<file path="config.mk">
export PLATFORM = sky130hd
export DESIGN_NAME = osc_activity_watchdog
export DESIGN_NICKNAME = d
export VERILOG_FILES = /design/src/rtl/owd_pkg.sv /design/src/rtl/owd_sync.sv /design/src/rtl/owd_edge.sv /design/src/rtl/owd_timer.sv /design/src/rtl/owd_fallback.sv /design/src/rtl/osc_activity_watchdog.sv
export SDC_FILE = /design/constraint.sdc
export NUM_CORES = 1
export LEC_CHECK = 0
export BUFFER_PORTS_ARGS = -buffer_cell sky130_fd_sc_hd__buf_2
export CAP_MARGIN = 20
export CORE_AREA = 8 8 45 47
export DETAILED_ROUTE_END_ITERATION = 7
export DIE_AREA = 0 0 53 55
export GPL_TIMING_DRIVEN = 0
export HOLD_SLACK_MARGIN = 0.08
export SETUP_SLACK_MARGIN = 0.4
export SKIP_LAST_GASP = 1
export SYNTH_ARGS = -nofsm -noshare
export SYNTH_HDL_FRONTEND = slang
export SYNTH_SLANG_ARGS = --single-unit
</file>
<file path="constraint.sdc">
create_clock -name clk -period 1.4 [get_ports clk]
set_clock_uncertainty 0.15 [all_clocks]
set_input_delay 0.14 -clock clk [delete_from_list [all_inputs] [get_ports clk]]
set_output_delay 0.14 -clock clk [all_outputs]
set_load 0.01 [all_outputs]
</file>
<file path="src/rtl/owd_pkg.sv">
package owd_pkg;

  // Whether the crystal path or the PLL base clock drives the CPU
  typedef enum logic {
    OWD_CRYSTAL  = 1'b0,
    OWD_FALLBACK = 1'b1
  } owd_state_e;

  // Width of a down-counter that must hold values 0 .. limit-1
  function automatic int unsigned window_width(int unsigned limit);
    return (limit < 2) ? 1 : $clog2(limit);
  endfunction

  // Next value of the quiet-time counter
  function automatic logic [31:0] window_next(logic [31:0] cur,
                                              logic        restart,
                                              logic [31:0] reload);
    if (restart)        return reload;
    else if (cur == 0)  return 32'd0;
    else                return cur - 32'd1;
  endfunction

  // Power-down request rule
  function automatic logic pwrdn_rule(logic disable_bit, logic bypass,
                                      logic failed);
    return disable_bit & bypass & ~failed;
  endfunction

endpackage

</file>
<file path="src/rtl/owd_sync.sv">
module owd_sync #(
  parameter int unsigned STAGES = 2
) (
  input  logic clk,
  input  logic rst_n,
  input  logic d,
  output logic q
);
  logic [STAGES-1:0] chain;

  for (genvar i = 0; i < STAGES; i++) begin : g_stage
    if (i == 0) begin : g_first
      always_ff @(posedge clk or negedge rst_n) begin
        if (!rst_n) chain[0] <= 1'b0;
        else        chain[0] <= d;
      end
    end else begin : g_next
      always_ff @(posedge clk or negedge rst_n) begin
        if (!rst_n) chain[i] <= 1'b0;
        else        chain[i] <= chain[i-1];
      end
    end
  end

  assign q = chain[STAGES-1];
endmodule

</file>
<file path="src/rtl/owd_edge.sv">
module owd_edge (
  input  logic clk,
  input  logic rst_n,
  input  logic s,
  output logic edge_o
);
  logic prev_q;

  always_ff @(posedge clk or negedge rst_n) begin
    if (!rst_n) prev_q <= 1'b0;
    else        prev_q <= s;
  end

  assign edge_o = s ^ prev_q;
endmodule

</file>
<file path="src/rtl/owd_timer.sv">
module owd_timer #(
  parameter int unsigned LIMIT = 100,
  localparam int unsigned CW = owd_pkg::window_width(LIMIT)
) (
  input  logic          clk,
  input  logic          rst_n,
  input  logic          restart,
  output logic          expired,
  output logic [CW-1:0] count
);
  localparam logic [31:0] RELOAD = 32'(LIMIT - 1);

  logic [CW-1:0] cnt_q;

  always_ff @(posedge clk or negedge rst_n) begin
    if (!rst_n) cnt_q <= CW'(RELOAD);
    else        cnt_q <= CW'(owd_pkg::window_next(32'(cnt_q), restart, RELOAD));
  end

  assign expired = !restart && (cnt_q == '0);
  assign count   = cnt_q;
endmodule

</file>
<file path="src/rtl/owd_fallback.sv">
module owd_fallback (
  input  logic clk,
  input  logic rst_n,
  input  logic watch_req,
  input  logic expired,
  input  logic mon_disable,
  input  logic pll_bypass,
  output logic active,
  output logic failed,
  output logic pwrdn
);
  import owd_pkg::*;

  owd_state_e state_q, state_d;

  always_comb begin
    state_d = state_q;
    if (state_q == OWD_CRYSTAL && watch_req && expired) state_d = OWD_FALLBACK;
  end

  always_ff @(posedge clk or negedge rst_n) begin
    if (!rst_n) state_q <= OWD_CRYSTAL;
    else        state_q <= state_d;
  end

  assign failed = (state_q == OWD_FALLBACK);
  assign active = watch_req && !failed;
  assign pwrdn  = pwrdn_rule(mon_disable, pll_bypass, failed);
endmodule

</file>
<file path="src/rtl/osc_activity_watchdog.sv">
module osc_activity_watchdog #(
  parameter int unsigned TIMEOUT_CYCLES = 100,
  parameter int unsigned SYNC_STAGES    = 2,
  localparam int unsigned CW = owd_pkg::window_width(TIMEOUT_CYCLES)
) (
  input  logic clk,
  input  logic rst_n,
  input  logic xtal_in,
  input  logic pll_bypass,
  input  logic mon_disable,
  output logic clk_sel_pll,
  output logic pll_pwrdn,
  output logic osc_fail
);
  // Named internal events, also observed by the checker
  logic          xtal_sync;
  logic          xtal_edge;
  logic          watch_req;
  logic          monitor_active;
  logic          window_restart;
  logic          window_expired;
  logic [CW-1:0] window_count;
  logic          fault_latched;

  assign watch_req      = !mon_disable && pll_bypass;
  assign window_restart = xtal_edge || !monitor_active;

  owd_sync #(.STAGES(SYNC_STAGES)) u_sync (
    .clk(clk), .rst_n(rst_n), .d(xtal_in), .q(xtal_sync)
  );

  owd_edge u_edge (
    .clk(clk), .rst_n(rst_n), .s(xtal_sync), .edge_o(xtal_edge)
  );

  owd_timer #(.LIMIT(TIMEOUT_CYCLES)) u_timer (
    .clk(clk), .rst_n(rst_n), .restart(window_restart),
    .expired(window_expired), .count(window_count)
  );

  owd_fallback u_fallback (
    .clk(clk), .rst_n(rst_n), .watch_req(watch_req),
    .expired(window_expired), .mon_disable(mon_disable),
    .pll_bypass(pll_bypass), .active(monitor_active),
    .failed(fault_latched), .pwrdn(pll_pwrdn)
  );

  assign osc_fail    = fault_latched;
  assign clk_sel_pll = fault_latched;
endmodule

</file>
==> results of run 1 <==
per-stage QoR:
step,instances,setup slack [ns]
after floorplan,42,-0.0275
after global placement,65,-0.118
after detailed placement,65,-0.114
after CTS,75,-0.101
after global routing,75,-0.110
final,75,-0.0805
synthesized netlist by cell type:
cell type                  count  area, um^2
sky130_fd_sc_hd__nor3b_1       1        7.51
sky130_fd_sc_hd__nor2_1        2        7.51
sky130_fd_sc_hd__nand2_1       2        7.51
sky130_fd_sc_hd__dfrtp_1       7         175
sky130_fd_sc_hd__ha_1          2        25.0
sky130_fd_sc_hd__a211oi_2      1        12.5
sky130_fd_sc_hd__o21ai_1       1        5.00
sky130_fd_sc_hd__or4_4         1        11.3
sky130_fd_sc_hd__o211ai_1      1        7.51
sky130_fd_sc_hd__xor2_1        1        8.76
sky130_fd_sc_hd__o31ai_1       1        7.51
sky130_fd_sc_hd__nor3_2        1        10.0
sky130_fd_sc_hd__buf_4         1        7.51
sky130_fd_sc_hd__nor4_1        1        6.26
sky130_fd_sc_hd__o21ai_0       2        10.0
sky130_fd_sc_hd__nand2b_1      2        12.5
sky130_fd_sc_hd__xnor2_1       2        17.5
sky130_fd_sc_hd__nor4b_4       1        23.8
sky130_fd_sc_hd__inv_1         3        11.3
sky130_fd_sc_hd__or3_4         1        11.3
sky130_fd_sc_hd__nor3_1        2        10.0
sky130_fd_sc_hd__a221o_1       1        10.0
sky130_fd_sc_hd__a21o_1        1        7.51
sky130_fd_sc_hd__dfstp_2       4         105
flip-flops by register name (all words and copies together) (netlist names):
signal / flops
u_edge.prev_q: 1
u_fallback.failed: 1
u_sync.chain: 1
u_sync.q: 1
u_timer.count: 7
layout make-up:
| type | instances | area (um^2) | area share |
|---|---|---|---|
| timing repair buffer | 13 | 101 | 0.133 |
| clock buffer | 4 | 26.3 | 0.0345 |
| tap | 16 | 20.0 | 0.0263 |
| sequential | 11 | 283 | 0.371 |
| buffer | 1 | 11.3 | 0.0148 |
| inverter | 3 | 16.3 | 0.0213 |
| multi-input combinational | 27 | 304 | 0.399 |
worst max path at each step:
stage / endpoint / slack [ns] / start
after floorplan: u_timer.count[6] / -0.03 / u_timer.count[0]
after global placement: u_timer.count[2] / -0.12 / u_timer.count[0]
after detailed placement: u_timer.count[2] / -0.11 / u_timer.count[0]
after CTS: u_fallback.failed / -0.10 / u_timer.count[0]
after global routing: u_fallback.failed / -0.11 / u_timer.count[0]
final: u_timer.count[6] / -0.08 / u_sync.q
power by group through the flow:
stage	registers, mW	clock network (mW)	logic (mW)
6_report	0.331	0.210	0.0502
5_1_grt	0.331	0.226	0.0565
4_1_cts	0.330	0.222	0.0450
3_5_place_dp	0.336	0	0.0377
3_3_place_gp	0.336	0	0.0374
2_1_floorplan	0.335	0	0.0204
kinds of logic after synthesis:
logic type / after synthesis / share of synthesized area
simple gates: 14 / 0.208
fa+ha+maj: 2 / 0.0483
compound gates: 8 / 0.116
flops: 11 / 0.541
buf+inv: 4 / 0.0362
xor+xnor: 3 / 0.0507
worst max-delay path, stage by stage, from the launching register on:
cell,delay [ns]
sky130_fd_sc_hd__dfrtp_1,0.39
sky130_fd_sc_hd__xor2_1,0.17
sky130_fd_sc_hd__or3_4,0.42
sky130_fd_sc_hd__a221o_1,0.28
layer usage:
layer / up-vias / part of all wire / GRT usage
li1: 189 / - / -
met1: 189 / 0.40 / 0.0878
met2: 4 / 0.57 / 0.152
met3: 2 / 0.023 / 0.0160
met4: 0 / 0.011 / 0.0647
met5: - / 0 / 0
repair_timing:
item | 4_1_cts | 5_1_grt
buffers inserted | 4 | 0
endpoints found under the setup margin | 11 | 11
pin swaps | 4 | 5
endpoints found under the hold margin | 18 | 2
gates resized for setup | 0 | 11
==> results.md, run 1 <==
- Via count: 384
- Leakage power: slightly above 0.3 nW
- HPWL after DPL: 696 um
- Top library cells by usage in the layout, fill and taps aside: sky130_fd_sc_hd__buf_2, sky130_fd_sc_hd__dfrtp_1, sky130_fd_sc_hd__buf_6, sky130_fd_sc_hd__dfstp_2
- Maximum clock rate: roughly 680 MHz
- CP Data Required Time: between 1 and 1.5 ns
- Layout Cell Area excl Fill: between 700 and 800 um^2
- Type of element capturing the critical path: flip-flop
- Relative contribution of sequential cells to total power: 0.560
- Sum of negative setup slack: -0.294 ns
- Die Area: 0.00292 mm^2
- Total clock buffers created by CTS: 3
- Critical path start-end classification: reg2reg
- Result of the run: complete, but fails checks
- Worst Hold Launch: mon_disable
- Internal power component: roughly 460 uW
- Flip-flop and latch count after synthesis: 11
- R2r worst-path depth: 3
- Worst-case register-to-register setup slack: -0.08 ns
- Pin count of the biggest net entering global routing: 12
- Number of clock sinks: 11
- Antenna violations before repair: 0
- Cts-stage hold buffer count: 2
- Combinational group share of total power: 0.085
- Clock-pin slew on the worst setup and hold paths: approximately 0.07 ns
- CTS root buf: sky130_fd_sc_hd__clkbuf_4
- Final wirelength: about 1.0 mm
- Ant. Diodes: 0
- Cell Rows: 14
- All-layer global routing usage: 0.0856
- Power density over the cells: approximately 780 mW/mm^2
- Slew of the pin with the lowest slew margin: 0.339 ns
- Crit Reg-Reg Startpoint: u_sync.q
- Hold Fails Final Rpt: 1
- Max-cap violations: 0
- Starting Density: 0.374
- Placed cell areas: approximately 630 um^2
- Layout cell share with drive strength beyond 1: 0.644
- Syn nets: 49
- Die boundary width: between 50 and 60 um
- Post-route DRC violation count: 0
- Aggregate global routing overflow: 0
- Cells after Synth: 42
- Post-Synthesis Mean Instance Area: ~12 um^2
- Relative slew slack: 0.773
- Ratio of final minimum period to clock period: 1.06
- Post-layout total power: roughly 590 uW
- Hold_ws: -0.00100 ns
- Part of the total power dissipated in the clock network: 0.355
- Class of the tightest hold or removal check: in2reg
- Via count of the first global-routing pass: slightly above 400
- Via density per instance: ~5.1
- Count of nets left with antenna violations after detail routing: 0
- I/O Pins: 8
- Number of buffers between clock root and the deepest sink: 2
- Number of cells on the worst hold path: 3
- Net switching share of the total power: 0.224
- Violations in the final reports: negative hold slack, negative setup slack
- Core region area: approximately 0.0014 mm^2
- Number of nets in the layout: 67
- RSZ-0062 raised after global routing: true
- Switching Power: 132 uW
- End of the worst register-to-register path: u_timer.count[6]
- Post-Syn Area: 518 um^2
- Worst IR Drop VDD: approximately 0.6 mV
- Skew-Pair Late Insertion Delay: ~0.26 ns
- Core utilization of the finished layout: 0.551
- Sequential area share after synthesis: 0.541
- Number of fill cells in the layout: roughly 110
- Setup ws final: -0.0805 ns
- Setup violators final: 8
- Warnings, synthesis: 0
- Die Y-Extent: roughly 55 um
- Area Overhead vs Synth: 47.1%
- Number of levels in the clock H-tree: 1
- GPL Wtd Cong: between 0.6 and 0.7
- Number of input and output port buffers inserted: 7
- Max Transition Viols Final: 0
- Arrival time reported for the critical path endpoint: ~1.5 ns
- Global-route wire length before repair: between 1.5 and 2 mm
- Hold Crit Endpoint: u_timer.count[0]
- Startpoint Class: flip-flop
- Crit Path Max Fanout: 4
- TritonCTS clock tree: yes
- Violation count after the first detailed-route iteration: 6
- Number of optimization iterations in the first detailed-route pass: 4
- Detailed-route wire length per cell: 13.8 um
- Post-synthesis cell type count: 24
- Final Critical Period: 1.48 ns
Power figures use the tool's default switching activity.
==> inputs of run 2 (changes only) <==
- SKIP_LAST_GASP: 1 -> not set
==> results.md, run 2 (synthesis gave the netlist of run 1 again) <==
- Violations in the final reports: negative setup slack
- Aggregate global routing overflow: 0 (unchanged)
- Layout Cell Area excl Fill: 762 um^2 (unchanged)
- CP Data Required Time: 1.44 ns (about the same)
- Setup violators final: 8 (unchanged)
- Clock-pin slew on the worst setup and hold paths: 0.07 ns (about the same)
- Worst IR Drop VDD: 0.612 mV (about the same)
- Ratio of final minimum period to clock period: 1.06 (about the same)
- Ant. Diodes: 0 (unchanged)
- Critical path start-end classification: reg2reg
- Area Overhead vs Synth: 47.1% (unchanged)
- Die boundary width: 53 um (unchanged)
- Detailed-route wire length per cell: 14.2 um (+3.4%)
- Number of flip-flops under the largest register name: 7 (unchanged)
- Via count: 383 (-0.26%)
- Final wirelength: 1.07 mm (+3.4%)
- GPL Wtd Cong: 0.664 (unchanged)
- Crit Path Max Fanout: 4 (unchanged)
- Number of optimization iterations in the first detailed-route pass: 2 (-2)
- Startpoint Class: flip-flop
- Layout cell share with drive strength beyond 1: 0.644 (unchanged)
- Number of clock sinks: 11 (unchanged)
- Number of levels in the clock H-tree: 1 (unchanged)
- All-layer global routing usage: 0.0862 (+0.000552)
- Total clock buffers created by CTS: 3 (unchanged)
- RSZ-0062 raised after global routing: true
- Leakage power: 0.308 nW (about the same)
- Violation count after the first detailed-route iteration: 2 (-4)
- Number of input and output port buffers inserted: 7 (unchanged)
- Slew of the pin with the lowest slew margin: 0.341 ns (+0.00140 ns)
- Via density per instance: 5.11 (-0.26%)
- Starting Density: 0.374 (unchanged)
- Number of nets in the layout: 67 (unchanged)
- Die Area: 0.00292 mm^2 (unchanged)
- Post-layout total power: 592 uW (+0.22%)
- Power density over the cells: 777 mW/mm^2 (+0.22%)
- Core region area: 0.00138 mm^2 (unchanged)
- Max-cap violations: 0 (unchanged)
- Hold Fails Final Rpt: 0 (-1)
- Relative slew slack: 0.772 (-0.000938)
- Placed cells: 65 (unchanged)
- Skew-Pair Late Insertion Delay: 0.26 ns (about the same)
- Global-route wire length before repair: 1.80 mm (+0.33%)
- I/O Pins: 8 (unchanged)
- Via count of the first global-routing pass: 408 (+0.74%)
- Number of buffers between clock root and the deepest sink: 2 (unchanged)
- Setup ws final: -0.0818 ns (-0.00129 ns)
- Final Critical Period: 1.48 ns (+0.00129 ns)
- Post-route DRC violation count: 0 (unchanged)
- CTS root buf: sky130_fd_sc_hd__clkbuf_4
- Max Transition Viols Final: 0 (unchanged)
- Die Y-Extent: 55 um (unchanged)
- Type of element capturing the critical path: flip-flop
- Filler-free cell count of the finished design: 75 (unchanged)
- Class of the tightest hold or removal check: in2reg
- Arrival time reported for the critical path endpoint: 1.52 ns (about the same)
- Cell Rows: 14 (unchanged)
- Result of the run: complete, but fails checks
- Top library cells by usage in the layout, fill and taps aside: sky130_fd_sc_hd__buf_2, sky130_fd_sc_hd__dfrtp_1, sky130_fd_sc_hd__buf_6, sky130_fd_sc_hd__dfstp_2
- Sum of negative setup slack: -0.292 ns (+0.00252 ns)
- Antenna violations before repair: 0 (unchanged)
- Count of nets left with antenna violations after detail routing: 0 (unchanged)
- HPWL after DPL: 696 um (unchanged)
- TritonCTS clock tree: yes
- Placed cell areas: 634 um^2 (unchanged)
- Maximum clock rate: 675 MHz (about the same)
- Pin count of the biggest net entering global routing: 12 (unchanged)
- Cts-stage hold buffer count: 2 (unchanged)
## run 2: cell counts in the layout (fill, tap and decap cells not counted)
No cell type changed its count.
## run 2: repair_timing
action | 4_1_cts | 5_1_grt
gates cloned | 0 | 0
resized for setup | 4 | 8
setup endpoints to repair | 11 | 11
buffers inserted | 4 | 0
endpoints found under the hold margin | 18 | 2
pin swaps | 4 | 6
## run 2: path summary, 6_finish.rpt
kind	start	endpoint	slack, ns	cells after the start
max in group asynchronous	rst_n	u_timer.count[5]	0.72	2
max	u_sync.q	u_timer.count[6]	-0.08	3
max reg2reg	u_sync.q	u_timer.count[6]	-0.08	3
min reg2reg	u_sync.chain[0]	u_sync.q	0.21	0
min	mon_disable	u_timer.count[0]	0.002	3
min in group asynchronous	rst_n	u_timer.count[2]	0.11	2
## run 2: area by class of cell
class,count,area (um^2)
Buffer,1,11.3
Clock buffer,4,26.3
Fill cell,117,622
Inverter,3,16.3
Multi-Input combinational cell,27,304
Sequential cell,11,283
Tap cell,16,20.0
Timing Repair Buffer,13,101
## run 2: metrics by stage
stage	hold slack (ns)	utilization	worst slack [ns]
floorplan	-0.306	-	-0.0275
global placement	-0.137	0.458	-0.118
detailed placement	-0.137	0.458	-0.114
CTS	0.0337	0.525	-0.101
global route	0.0182	0.551	-0.110
finish	0.00194	0.551	-0.0818
## run 2: critical path, cell delays in order (launching register included)
cell,delay [ns]
sky130_fd_sc_hd__dfrtp_1,0.39
sky130_fd_sc_hd__xor2_1,0.17
sky130_fd_sc_hd__or3_4,0.43
sky130_fd_sc_hd__a221o_1,0.28
## run 2: metal layers
metal  part of all wire  GRT usage
met5                  0          0
met4              0.010     0.0647
met3              0.017     0.0160
met2               0.59      0.156
met1               0.39     0.0862
## run 2: power breakdown
| part | internal (mW) | switching [mW] | leakage [nW] |
|---|---|---|---|
| sequential | 0.326 | 0.00464 | 0.130 |
| clock | 0.110 | 0.101 | 0.0150 |
| combinational | 0.0227 | 0.0282 | 0.163 |
